==> src/rtl/pll_search_pkg.sv <==
package pll_search_pkg;
  parameter int FreqW = 24;
  localparam int WideW = FreqW + 16;
  localparam int CoefW = 8;
  localparam int PlW = 4;
  localparam int PlCount = 15;
  localparam int MMax = 255;
  localparam int NMin = 8;
  localparam int NMax = 255;
  localparam int VcoMinKhz = 1000000;
  localparam int VcoMaxKhz = 2064000;
  localparam int CmpMinKhz = 12000;
  localparam int CmpMaxKhz = 38000;
  localparam int MarginDiv = 50;
  localparam int PostDivMin = 1;
  localparam int PostDivMax = 32;
  localparam int DefaultPl = 1;

  typedef enum logic [2:0] {OpVt, OpHi, OpLo, OpUf, OpN, OpVco, OpLwv} divOpE;

  typedef struct packed {
    logic  init;
    logic  divGo;
    divOpE divOp;
    logic  mFirst;
    logic  mInc;
    logic  nLoad;
    logic  nInc;
    logic  plInc;
    logic  take;
  } ctrlStbT;

  typedef struct packed {
    logic divDone;
    logic plOver;
    logic mLast;
    logic ufLow;
    logic ufHigh;
    logic nLoBig;
    logic nPast;
    logic nSmall;
    logic nBig;
    logic vcoOk;
    logic better;
    logic exact;
  } dpStatT;

  function automatic logic [5:0] plToDiv(input logic [PlW-1:0] idx);
    case (idx)
      4'd0:  return 6'd1;
      4'd1:  return 6'd2;
      4'd2:  return 6'd3;
      4'd3:  return 6'd4;
      4'd4:  return 6'd5;
      4'd5:  return 6'd6;
      4'd6:  return 6'd8;
      4'd7:  return 6'd10;
      4'd8:  return 6'd12;
      4'd9:  return 6'd16;
      4'd10: return 6'd12;
      4'd11: return 6'd16;
      4'd12: return 6'd20;
      4'd13: return 6'd24;
      4'd14: return 6'd32;
      default: return 6'd1;
    endcase
  endfunction

  function automatic logic [PlW-1:0] divToPl(input logic [WideW-1:0] ratio);
    logic [WideW-1:0] c;
    logic [PlW-1:0] res;
    logic hit;
    if (ratio < WideW'(PostDivMin)) c = WideW'(PostDivMin);
    else if (ratio > WideW'(PostDivMax)) c = WideW'(PostDivMax);
    else c = ratio;
    res = PlW'(PlCount - 1);
    hit = 1'b0;
    for (int i = 0; i < PlCount - 1; i++) begin
      if (!hit && WideW'(plToDiv(PlW'(i))) >= c) begin
        res = PlW'(i);
        hit = 1'b1;
      end
    end
    return res;
  endfunction
endpackage

==> src/rtl/pll_search_div.sv <==
module pll_search_div #(
  parameter int W = 40
) (
  input  logic         clk,
  input  logic         rstN,
  input  logic         go,
  input  logic [W-1:0] dividend,
  input  logic [W-1:0] divisor,
  output logic         done,
  output logic [W-1:0] quot,
  output logic [W-1:0] rem
);
  localparam int CntW = $clog2(W + 1);

  logic [W-1:0]    acc, quo, dvs;
  logic [CntW-1:0] cnt;
  logic            busy;
  logic [W:0]      trial;

  assign trial = {acc, quo[W-1]};
  assign quot  = quo;
  assign rem   = acc;

  always_ff @(posedge clk or negedge rstN) begin
    if (!rstN) begin
      acc <= '0; quo <= '0; dvs <= '0; cnt <= '0; busy <= 1'b0; done <= 1'b0;
    end else begin
      done <= 1'b0;
      if (go) begin
        acc  <= '0;
        quo  <= dividend;
        dvs  <= divisor;
        cnt  <= CntW'(W);
        busy <= 1'b1;
      end else if (busy) begin
        if (trial >= {1'b0, dvs}) begin
          acc <= W'(trial - {1'b0, dvs});
          quo <= {quo[W-2:0], 1'b1};
        end else begin
          acc <= trial[W-1:0];
          quo <= {quo[W-2:0], 1'b0};
        end
        cnt <= cnt - CntW'(1);
        if (cnt == CntW'(1)) begin
          busy <= 1'b0;
          done <= 1'b1;
        end
      end
    end
  end

  // every quotient feeding the error math carries a proper remainder
  p_rem_below_divisor_r6: assert property (@(posedge clk) disable iff (!rstN)
    (done && dvs != '0) |-> (rem < dvs));
endmodule

==> src/rtl/pll_search_dp.sv <==
module pll_search_dp
  import pll_search_pkg::*;
(
  input  logic             clk,
  input  logic             rstN,
  input  ctrlStbT          stb,
  input  logic [FreqW-1:0] targetKhz,
  input  logic [FreqW-1:0] refKhz,
  output dpStatT           stat,
  output logic [CoefW-1:0] bestM,
  output logic [CoefW-1:0] bestN,
  output logic [PlW-1:0]   bestPl,
  output logic [WideW-1:0] bestErr,
  output logic             noMatch
);
  logic [FreqW-1:0] tgtQ, refQ;
  logic [WideW-1:0] t2, vt, maxVco, uf, nLo, nCur, nHi, vco, lwv, delta, divC, wRef, wM;
  logic [WideW-1:0] dvd, dvs, quot, rem;
  logic [PlW-1:0]   pl, plHi;
  logic [8:0]       m;
  divOpE            opQ;
  logic             divDone;

  assign t2     = WideW'(tgtQ) << 1;
  assign maxVco = (vt > WideW'(VcoMaxKhz)) ? vt : WideW'(VcoMaxKhz);
  assign divC   = WideW'(plToDiv(pl));
  assign wRef   = WideW'(refQ);
  assign wM     = WideW'(m);
  assign delta  = (lwv >= t2) ? lwv - t2 : t2 - lwv;

  always_comb begin
    dvd = '0; dvs = WideW'(1);
    case (stb.divOp)
      OpVt:  begin dvd = t2;                        dvs = WideW'(MarginDiv); end
      OpHi:  begin dvd = maxVco + vt - WideW'(1);   dvs = vt;                end
      OpLo:  begin dvd = WideW'(VcoMinKhz);         dvs = vt;                end
      OpUf:  begin dvd = wRef;                      dvs = wM;                end
      OpN:   begin dvd = t2 * divC * wM;            dvs = wRef;              end
      OpVco: begin dvd = wRef * nCur;               dvs = wM;                end
      OpLwv: begin dvd = vco + (divC >> 1);         dvs = divC;              end
      default: ;
    endcase
  end

  pll_search_div #(.W(WideW)) u_div (
    .clk(clk), .rstN(rstN), .go(stb.divGo), .dividend(dvd), .divisor(dvs),
    .done(divDone), .quot(quot), .rem(rem)
  );

  always_ff @(posedge clk or negedge rstN) begin
    if (!rstN) begin
      tgtQ <= '0; refQ <= '0; vt <= '0; uf <= '0; nLo <= '0; nCur <= '0; nHi <= '0;
      vco <= '0; lwv <= '0; pl <= '0; plHi <= '0; m <= '0; opQ <= OpVt;
      bestM <= CoefW'(MMax); bestN <= CoefW'(NMin); bestPl <= PlW'(DefaultPl); bestErr <= '1;
    end else begin
      if (stb.init) begin
        tgtQ <= targetKhz; refQ <= refKhz;
        bestM <= CoefW'(MMax); bestN <= CoefW'(NMin); bestPl <= PlW'(DefaultPl); bestErr <= '1;
      end
      if (stb.divGo) opQ <= stb.divOp;
      if (divDone) begin
        case (opQ)
          OpVt:  vt   <= t2 + quot;
          OpHi:  plHi <= divToPl(quot);
          OpLo:  pl   <= divToPl(quot);
          OpUf:  uf   <= quot;
          OpN:   begin nLo <= quot; nHi <= quot + WideW'(rem != '0); end
          OpVco: vco  <= quot;
          OpLwv: lwv  <= quot;
          default: ;
        endcase
      end
      if (stb.mFirst) m <= 9'd1;
      if (stb.mInc)   m <= m + 9'd1;
      if (stb.nLoad)  nCur <= nLo;
      if (stb.nInc)   nCur <= nCur + WideW'(1);
      if (stb.plInc)  pl <= pl + PlW'(1);
      if (stb.take) begin
        bestM <= m[CoefW-1:0]; bestN <= nCur[CoefW-1:0]; bestPl <= pl; bestErr <= delta;
      end
    end
  end

  assign noMatch = (bestErr == '1);

  always_comb begin
    stat.divDone = divDone;
    stat.plOver  = pl > plHi;
    stat.mLast   = m == 9'(MMax);
    stat.ufLow   = uf < WideW'(CmpMinKhz);
    stat.ufHigh  = uf > WideW'(CmpMaxKhz);
    stat.nLoBig  = nLo > WideW'(NMax);
    stat.nPast   = nCur > nHi;
    stat.nSmall  = nCur < WideW'(NMin);
    stat.nBig    = nCur > WideW'(NMax);
    stat.vcoOk   = vco >= WideW'(VcoMinKhz) && vco <= maxVco;
    stat.better  = delta < bestErr;
    stat.exact   = delta == '0;
  end

  p_err_monotone_r7: assert property (@(posedge clk) disable iff (!rstN)
    !stb.init |=> bestErr <= $past(bestErr));
  p_take_n_window_r5: assert property (@(posedge clk) disable iff (!rstN)
    stb.take |-> (nCur >= WideW'(NMin) && nCur <= WideW'(NMax)));
  p_take_cmp_window_r4: assert property (@(posedge clk) disable iff (!rstN)
    stb.take |-> (uf >= WideW'(CmpMinKhz) && uf <= WideW'(CmpMaxKhz)));
  p_take_pl_bound_r3: assert property (@(posedge clk) disable iff (!rstN)
    stb.take |-> (pl <= plHi));
endmodule

==> src/rtl/pll_search_ctrl.sv <==
module pll_search_ctrl
  import pll_search_pkg::*;
(
  input  logic    clk,
  input  logic    rstN,
  input  logic    start,
  input  dpStatT  stat,
  output ctrlStbT stb,
  output logic    done
);
  typedef enum logic [3:0] {
    SIdle, SBegin, SWait, SVt, SHi, SLo, SPlTop, SMTop, SUf, SN, SNTop,
    SVco, SLwv, SNextM, SNextPl, SFin
  } stateE;

  stateE state, stateNxt, after, afterNxt;

  always_comb begin
    stb = '0;
    stateNxt = state;
    afterNxt = after;
    case (state)
      SIdle:   if (start) begin stb.init = 1'b1; stateNxt = SBegin; end
      SBegin:  begin stb.divGo = 1'b1; stb.divOp = OpVt; afterNxt = SVt; stateNxt = SWait; end
      SWait:   if (stat.divDone) stateNxt = after;
      SVt:     begin stb.divGo = 1'b1; stb.divOp = OpHi; afterNxt = SHi; stateNxt = SWait; end
      SHi:     begin stb.divGo = 1'b1; stb.divOp = OpLo; afterNxt = SLo; stateNxt = SWait; end
      SLo:     stateNxt = SPlTop;
      SPlTop:  if (stat.plOver) stateNxt = SFin;
               else begin stb.mFirst = 1'b1; stateNxt = SMTop; end
      SMTop:   begin stb.divGo = 1'b1; stb.divOp = OpUf; afterNxt = SUf; stateNxt = SWait; end
      SUf:     if (stat.ufLow) stateNxt = SNextPl;
               else if (stat.ufHigh) stateNxt = SNextM;
               else begin stb.divGo = 1'b1; stb.divOp = OpN; afterNxt = SN; stateNxt = SWait; end
      SN:      if (stat.nLoBig) stateNxt = SNextPl;
               else begin stb.nLoad = 1'b1; stateNxt = SNTop; end
      SNTop:   if (stat.nPast) stateNxt = SNextM;
               else if (stat.nSmall) stb.nInc = 1'b1;
               else if (stat.nBig) stateNxt = SNextM;
               else begin stb.divGo = 1'b1; stb.divOp = OpVco; afterNxt = SVco; stateNxt = SWait; end
      SVco:    if (stat.vcoOk) begin
                 stb.divGo = 1'b1; stb.divOp = OpLwv; afterNxt = SLwv; stateNxt = SWait;
               end else begin stb.nInc = 1'b1; stateNxt = SNTop; end
      SLwv:    begin
                 if (stat.better) stb.take = 1'b1;
                 if (stat.better && stat.exact) stateNxt = SFin;
                 else begin stb.nInc = 1'b1; stateNxt = SNTop; end
               end
      SNextM:  if (stat.mLast) stateNxt = SNextPl;
               else begin stb.mInc = 1'b1; stateNxt = SMTop; end
      SNextPl: begin stb.plInc = 1'b1; stateNxt = SPlTop; end
      SFin:    stateNxt = SIdle;
      default: stateNxt = SIdle;
    endcase
  end

  always_ff @(posedge clk or negedge rstN) begin
    if (!rstN) begin
      state <= SIdle;
      after <= SIdle;
    end else begin
      state <= stateNxt;
      after <= afterNxt;
    end
  end

  assign done = (state == SFin);

  p_done_pulse_r9: assert property (@(posedge clk) disable iff (!rstN)
    done |=> !done);
  // a new search can only be entered from the idle state
  p_start_only_idle_r10: assert property (@(posedge clk) disable iff (!rstN)
    (state != SIdle) |=> (state != SBegin));
endmodule

==> src/rtl/pll_coef_search.sv <==
module pll_coef_search
  import pll_search_pkg::*;
(
  input  logic             clk,
  input  logic             rstN,
  input  logic             start,
  input  logic [FreqW-1:0] targetKhz,
  input  logic [FreqW-1:0] refKhz,
  output logic             done,
  output logic [CoefW-1:0] bestM,
  output logic [CoefW-1:0] bestN,
  output logic [PlW-1:0]   bestPl,
  output logic [WideW-1:0] bestErr,
  output logic             noMatch
);
  ctrlStbT stb;
  dpStatT  stat;

  pll_search_ctrl u_ctrl (
    .clk(clk), .rstN(rstN), .start(start), .stat(stat), .stb(stb), .done(done)
  );

  pll_search_dp u_dp (
    .clk(clk), .rstN(rstN), .stb(stb), .targetKhz(targetKhz), .refKhz(refKhz),
    .stat(stat), .bestM(bestM), .bestN(bestN), .bestPl(bestPl), .bestErr(bestErr),
    .noMatch(noMatch)
  );

  p_nomatch_defaults_r8: assert property (@(posedge clk) disable iff (!rstN)
    (done && noMatch) |-> (bestM == CoefW'(MMax) && bestN == CoefW'(NMin)
                           && bestPl == PlW'(DefaultPl)));
endmodule

==> config.mk <==
export PLATFORM = sky130hd
export DESIGN_NAME = pll_coef_search
export DESIGN_NICKNAME = d
export VERILOG_FILES = /design/src/rtl/pll_search_pkg.sv /design/src/rtl/pll_search_div.sv /design/src/rtl/pll_search_dp.sv /design/src/rtl/pll_search_ctrl.sv /design/src/rtl/pll_coef_search.sv
export SDC_FILE = /design/constraint.sdc
export NUM_CORES = 2
export LEC_CHECK = 0
export ABC_CLOCK_PERIOD_IN_PS = 16050
export BUFFER_PORTS_ARGS = -buffer_cell sky130_fd_sc_hd__clkbuf_2
export CORE_MARGIN = 1.5
export CORE_UTILIZATION = 60
export DETAILED_ROUTE_END_ITERATION = 8
export HOLD_SLACK_MARGIN = 0.06
export PLACE_DENSITY_LB_ADDON = 0.08
export SLEW_MARGIN = 20
export SYNTH_ARGS = -nofsm -noshare
export SYNTH_HDL_FRONTEND = slang
export SYNTH_HIERARCHICAL = 1
export SYNTH_SLANG_ARGS = --single-unit
==> constraint.sdc <==
create_clock -name clk -period 16.05 [get_ports clk]
set_clock_uncertainty 0.05 [all_clocks]
set_input_delay 1.605 -clock clk [delete_from_list [all_inputs] [get_ports clk]]
set_output_delay 1.605 -clock clk [all_outputs]
set_load 0.02 [all_outputs]
## Yosys cells after proc, flatten, opt, wreduce, memory -nomap -nowiden

Memory sizes are Yosys's and may differ from the RTL's.
Cells that the tools add are included.
W data, S select, Z words.

| word-level totals | value |
|---|---|
| flip-flop bits (word level) | 544 |
| latch bits | 0 |
| memory bits (writable) | 0 |
| bits in read-only memories | 96 |
| bits of input ports | 51 |
| output and inout port bits | 62 |
| word-level logic and storage cells | 434 |
| memories kept | 1 |

Memories:

| memory | depth | bits a word | read ports | clocked after Yosys merged registers in | write ports | line | source |
|---|---|---|---|---|---|---|---|
| (name not given) | 16 | 6 | 1 | 0 | 0 | pll_search_pkg.sv:49 | `case (idx)` |

| cells by class | value |
|---|---|
| add/subtract/negate cells | 12 |
| multipliers | 3 |
| divide/modulo/power cells | 0 |
| magnitude comparators | 39 |
| eq/ne operators | 39 |
| shift operators | 0 |
| mux-type cells | 236 |
| bitwise logic cells | 0 |
| reduce and logical (&&, ||, !) cells | 79 |

Operators by type and width:

| cell | count |
|---|---|
| $ge A6 B40 Y1 | 24 |
| $mux W40 | 17 |
| $mux W6 | 50 |
| $pmux W40 S7 | 1 |
| $mux W4 | 55 |
| $pmux W40 S5 | 1 |
| $mux W1 | 100 |
| $gt A40 B8 Y1 const B | 2 |
| $pmux W4 S7 | 2 |
| $pmux W4 S12 | 1 |
| $ge A41 B40 Y1 | 1 |
| $add A25 B40 Y40 | 1 |
| $add A40 B1 Y40 | 1 |
| $add A40 B1 Y40 const B | 1 |
| $add A40 B40 Y40 | 1 |
| $add A40 B5 Y40 | 1 |
| $eq A40 B40 Y1 const B | 1 |
| $ge A40 B20 Y1 const B | 1 |
| $ge A40 B25 Y1 | 1 |
| $gt A40 B16 Y1 const B | 1 |
| $gt A40 B21 Y1 const B | 1 |
| $gt A40 B40 Y1 | 1 |
| $gt A40 B6 Y1 const B | 1 |
| $le A40 B40 Y1 | 1 |
| 44 further kinds | 141 |

## Longest topological paths before layout

| depth | value |
|---|---|
| depth after elaboration | 75 |
| mapped depth | 48 |
| gate-level depth less buffers | 46 |

## Hierarchy

The synthesis kept the hierarchy.

By module, submodules not included:

| module | times used | cells each | area an instance (µm²) | seq. area each (µm²) |
|---|---|---|---|---|
| pll_search_dp | 1 | 7,326 | 62,705.1 | 10,272.4 |
| pll_search_div | 1 | 965 | 8,366.8 | 3,203.1 |
| pll_search_ctrl | 1 | 127 | 890.9 | 200.2 |

## Worst setup path after synthesis

No wires, ideal clock.

| timing path | value |
|---|---|
| path kind | flip-flop to flip-flop |
| start point | reg u_dp.pl[0] |
| end point | reg u_dp.u_div.quo[34], in the netlist u_dp/u_div/quot[34] |
| setup time | 0.133 ns |
| arrival time | 10.040 ns |
| data required time | 15.867 ns |
| path slack | 5.827 ns |
| cell stages (with the launch flop) | 43 |
| path buffers | 0 |
| period minus slack after synthesis | 10.223 ns |
| path through | dfrtp_1 inv_1 ha_1 mux2i_1 nor2_1 nand2_1 fa_1 fa_1 fa_1 inv_1 ha_1 nor2b_1 o21a_1 o21ai_0 a21oi_1 nor2_1 o221ai_1 a221o_1 [... 7 more ...] fa_1 inv_1 fa_1 inv_1 ha_1 a21o_1 a21o_1 a21o_1 a21oi_1 o21bai_1 a41oi_1 o31ai_1 xor2_1 a221o_1 a21oi_1 o21ai_1 nand2_1 o21ai_0 |

| on the way | value |
|---|---|
| word-level cells in the longest chain between the ends | 5 |
| elaborated cells on any way between the ends | 6 |
| classes of those cells | 1 x add/sub; 2 x mul; 2 x mux; 1 x memory |

Ends and longest elaborated chain:

| item | line | source |
|---|---|---|
| start: declaration | pll_search_dp.sv:19 | `logic [PlW-1:0] pl, plHi;` |
| start signal: assignment | pll_search_dp.sv:65 | `OpLo: pl <= divToPl(quot);` |
| start signal: assignment | pll_search_dp.sv:77 | `if (stb.plInc) pl <= pl + PlW'(1);` |
| $mem_v2 Z16 W6 (*) | -- |  |
| $mul A24 B6 Y30 | pll_search_dp.sv:38 | `OpN: begin dvd = t2 * divC * wM; dvs = wRef; end` |
| $mul A39 B9 Y39 | pll_search_dp.sv:38 |  |
| $pmux W40 S7 (*) | pll_search_dp.sv:33 | `case (stb.divOp)` |
| net u_dp.dvd[34] | pll_search_dp.sv:18 | `logic [WideW-1:0] dvd, dvs, quot, rem;` |
| $mux W40 (*) | pll_search_div.sv:29 | `if (go) begin` |
| end signal: assignment | pll_search_div.sv:31 | `quo <= dividend;` |
| end signal: assignment | pll_search_div.sv:38 | `quo <= {quo[W-2:0], 1'b1};` |
| end signal: assignment | pll_search_div.sv:41 | `quo <= {quo[W-2:0], 1'b0};` |
| end: declaration | pll_search_div.sv:15 | `logic [W-1:0] acc, quo, dvs;` |

The timed path passes the listed nets; every way through them passes the cells marked *.
A chain may end at the register's enable or synchronous reset.

## Worst setup path after layout

| timing path | value |
|---|---|
| start point | reg u_dp.pl[0] |
| end point | reg u_dp.u_div.quo[39], in the netlist u_dp/u_div/quot[39] |

Same word-level chain as after synthesis.

==> flow_summary.yaml <==
timing:
  max-slew-margin-rel_pct: 26.1
  fin_crit_ns: 12.77
  setup_viol_count_final: 0
  tightest_slew_ns: 1.11
  hold_viol: 0
  period_share_pct: 79.5
  tns_ns: 0
  maxSlewViolCount: 0
  fmax_mhz: 78.3
  grt_setup_unrepaired: "no"
floorplan:
  die_w_um: 349
  dieArea_um2: 122000
  core-area_um2: 119000
  die_h_um: 349
  start_util_pct: 60.7
  num_rows: 126
  ios: 113
synth:
  async_reset_ff_share_pct: 100
  yosys-top-cells-count: "inv_1 (1164), nand2_1 (1147), fa_1 (857)"
  yosysWarnings: 6
  yosysMostFrequentCell: "inv_1"
  synth_area_leaders: "fa_1 (24%), dfrtp_1 (17%), ha_1 (8.3%)"
  synth.distinct_cells: 122
  yosysTopAreaCell: "fa_1"
  synthFlopType: "dfrtp_1"
  synthSimpleGateAreaFrac_pct: 18.7
  synth_top_area_share_pct: 23.8
  synth_top_family_by_area: "adder cells"
  synthXorXnorAreaFrac_pct: 3.88
  syn_inst: 8418
  synth_edf_count: 0
  synth.avg_cell_area_um2: 8.55
  synthAdderAreaFrac_pct: 32.1
  synth_compound_area_share_pct: 13.2
  syn_area_um2: 72000
  ys_seq_area_share_pct: 19.0
  muxShareOfSynthArea_pct: 4.11
  ys_ff_latch: 544
global_route:
  met3_usage_pct: 9.73
  top_usage_layer: "met2"
  antenna_found_initial: 20
  grt_pass1_wl_mm: 384
  grt_start_max_net_pins: 110
  grt_util_met1_pct: 56.7
  grt_usage_pct: 41.6
  grtUsageMet2_pct: 63.0
  grt_pass1_vias: 61800
  grt_overflow_total: 0
critical_path:
  critPathArrivalTime_ns: 13.21
  crit_fanout: 20
  startpoint_type: "flip-flop"
  required_ns: 16.50
  cp_slowest_stage_delay_ns: 0.64
  crit_type: "flip-flop to flip-flop"
  cp_slowest_cell: "inv_1"
  crit_path_end_kind: "flip-flop"
  cp-startpoint: "u_dp/pl[0]"
  timing.rr.start: "u_dp/pl[0]"
final_layout:
  layout.nets: 9638
  design_area_um2: 76200
  drive_gt1_share_pct: 8.60
  area_growth_pct: 5.83
detailed_routing:
  drtAntennaViolNets: 0
  via_per_inst: 6.29
  drtPass1Iterations: 8
  detail_route.drc_violations: 0
  postRouteWirelength_mm: 251
  drt_iter0_drc: 6885
  num_vias: 62400
  wl_per_cell_um: 25.3
cts:
  hold_buffers: 0
  clk_pin_slew_ns: 0.06
  post-cts-setup-buffers: 0
  tritoncts: "yes"
  cts-resized-gates: 0
  cts_buffers: 69
  clockBufferDepth: 3
  ctsHtreeMaxLevel: 3
  clk_latency_ns: 0.68
  clock_sinks: 544
  cts_root_buf: "clkbuf_16"
power_and_ir_drop:
  leakagePower_nw: 37.7
  ir_worst_vdd_uv: 225
  p_total_mw: 13.0
  p_per_area_nw_per_um2: 171
place:
  dpl_cell_area_um2: 73700
  io_buffer_count: 112
  hpwl_mm: 189
  gp_congestion: 1.04
run:
  cap_violations: 0
worst_hold_path:
  hold_class: "flip-flop to flip-flop"
  worstHoldStart: "u_dp/bestN[0]"
outcome:
  status: "finished clean"
[critical path, delay by kind of cell, from the launching register on]
family                     cells  cell delay [ns]
AOI/OAI and AO/OA             16             4.20
xor gates and xnor gates       2             0.72
adders and majority gates     10             4.35
buffers and inverters          7             1.13
DFF                            1             0.45
and+or+nand+nor               10             1.60
[per-layer routing]
layer	routed length, um	part of all wire, %	vias up
met2	108000	43	3343
met5	46	0.018	-
li1	-	-	27200
met4	14000	5.6	8
met3	27200	11	672
met1	101000	40	31200
[metrics by stage]
step	setup slack (ns)	util, %	instances	hold slack, ns
2_1_floorplan	5.83	-	8434	0.400
3_3_place_gp	3.89	62.2	9784	0.414
3_5_place_dp	3.53	62.2	9784	0.425
4_1_cts	3.47	64.2	9911	0.434
5_1_grt	2.51	64.2	9911	0.448
6_report	3.28	64.2	9922	0.431
[cell families (layout without fill, tap and decap cells)]
logic type / count (synthesis) / count (layout)
AOI/OAI and AO/OA: 1478 / 1478
xor gates and xnor gates: 319 / 319
adders and majority gates: 1332 / 1332
buffers and inverters: 1680 / 1557
DFF: 544 / 544
muxes: 270 / 270
other: 1 / 28
and+or+nand+nor: 2794 / 2794
[cell usage in the layout (no fill, tap or decap), types with 81 or more instances in the layout]
| cell type | instances |
|---|---|
| inv_1 | 1164 |
| nand2_1 | 1146 |
| fa_1 | 857 |
| dfrtp_1 | 491 |
| ha_1 | 475 |
| and2_1 | 451 |
| nor2_1 | 419 |
| a21oi_1 | 402 |
| o21ai_0 | 392 |
| mux2_2 | 187 |
| xnor2_1 | 172 |
| buf_4 | 149 |
| xor2_1 | 147 |
| nor3_1 | 139 |
| a21o_1 | 117 |
| clkbuf_2 | 111 |
| nand4_1 | 99 |
| nand3_1 | 96 |
| nor4_1 | 82 |
| mux2i_1 | 81 |
[where the power goes]
group | total [mW] | switching, mW | leakage, nW | internal [mW]
sequential | 2.21 | 0.598 | 7.17 | 1.62
clock | 1.67 | 0.675 | 1.20 | 0.996
combinational | 9.14 | 6.02 | 29.4 | 3.12
total | 13.0 | 7.29 | 37.7 | 5.73
[area by class of cell]
class | count | area [um^2]
Sequential cell | 544 | 13700
Timing Repair Buffer | 261 | 1690
Clock buffer | 95 | 2010
Clock inverter | 32 | 412
Antenna cell | 11 | 27.5
Multi-Input combinational cell | 6210 | 52000
Inverter | 1169 | 4390
Tap cell | 1600 | 2000
Fill cell | 10300 | 42400
[flip-flops by register name, indices dropped and copies added (netlist names), 40 cells and up]
register / cells
u_dp/bestErr: 40
u_dp/lwv: 40
u_dp/nCur: 40
u_dp/nHi: 40
u_dp/nLo: 40
u_dp/u_div/dvs: 40
u_dp/u_div/quot: 40
u_dp/u_div/rem: 40
u_dp/uf: 40
u_dp/vco: 40
u_dp/vt: 40
[worst paths after layout]
path	end	slack, ns	depth (start not counted)
max in group asynchronous	u_dp/u_div/quot[31]	11.62	4
worst min-delay path	u_dp/bestN[0]	0.43	2
worst max-delay path	u_dp/u_div/quot[39]	3.28	45
min in group asynchronous	u_dp/u_div/rem[14]	0.98	1
worst max register to register	u_dp/u_div/quot[39]	3.28	45
worst min register to register	u_dp/bestN[0]	0.43	2
(Power assumes the default switching activity.)
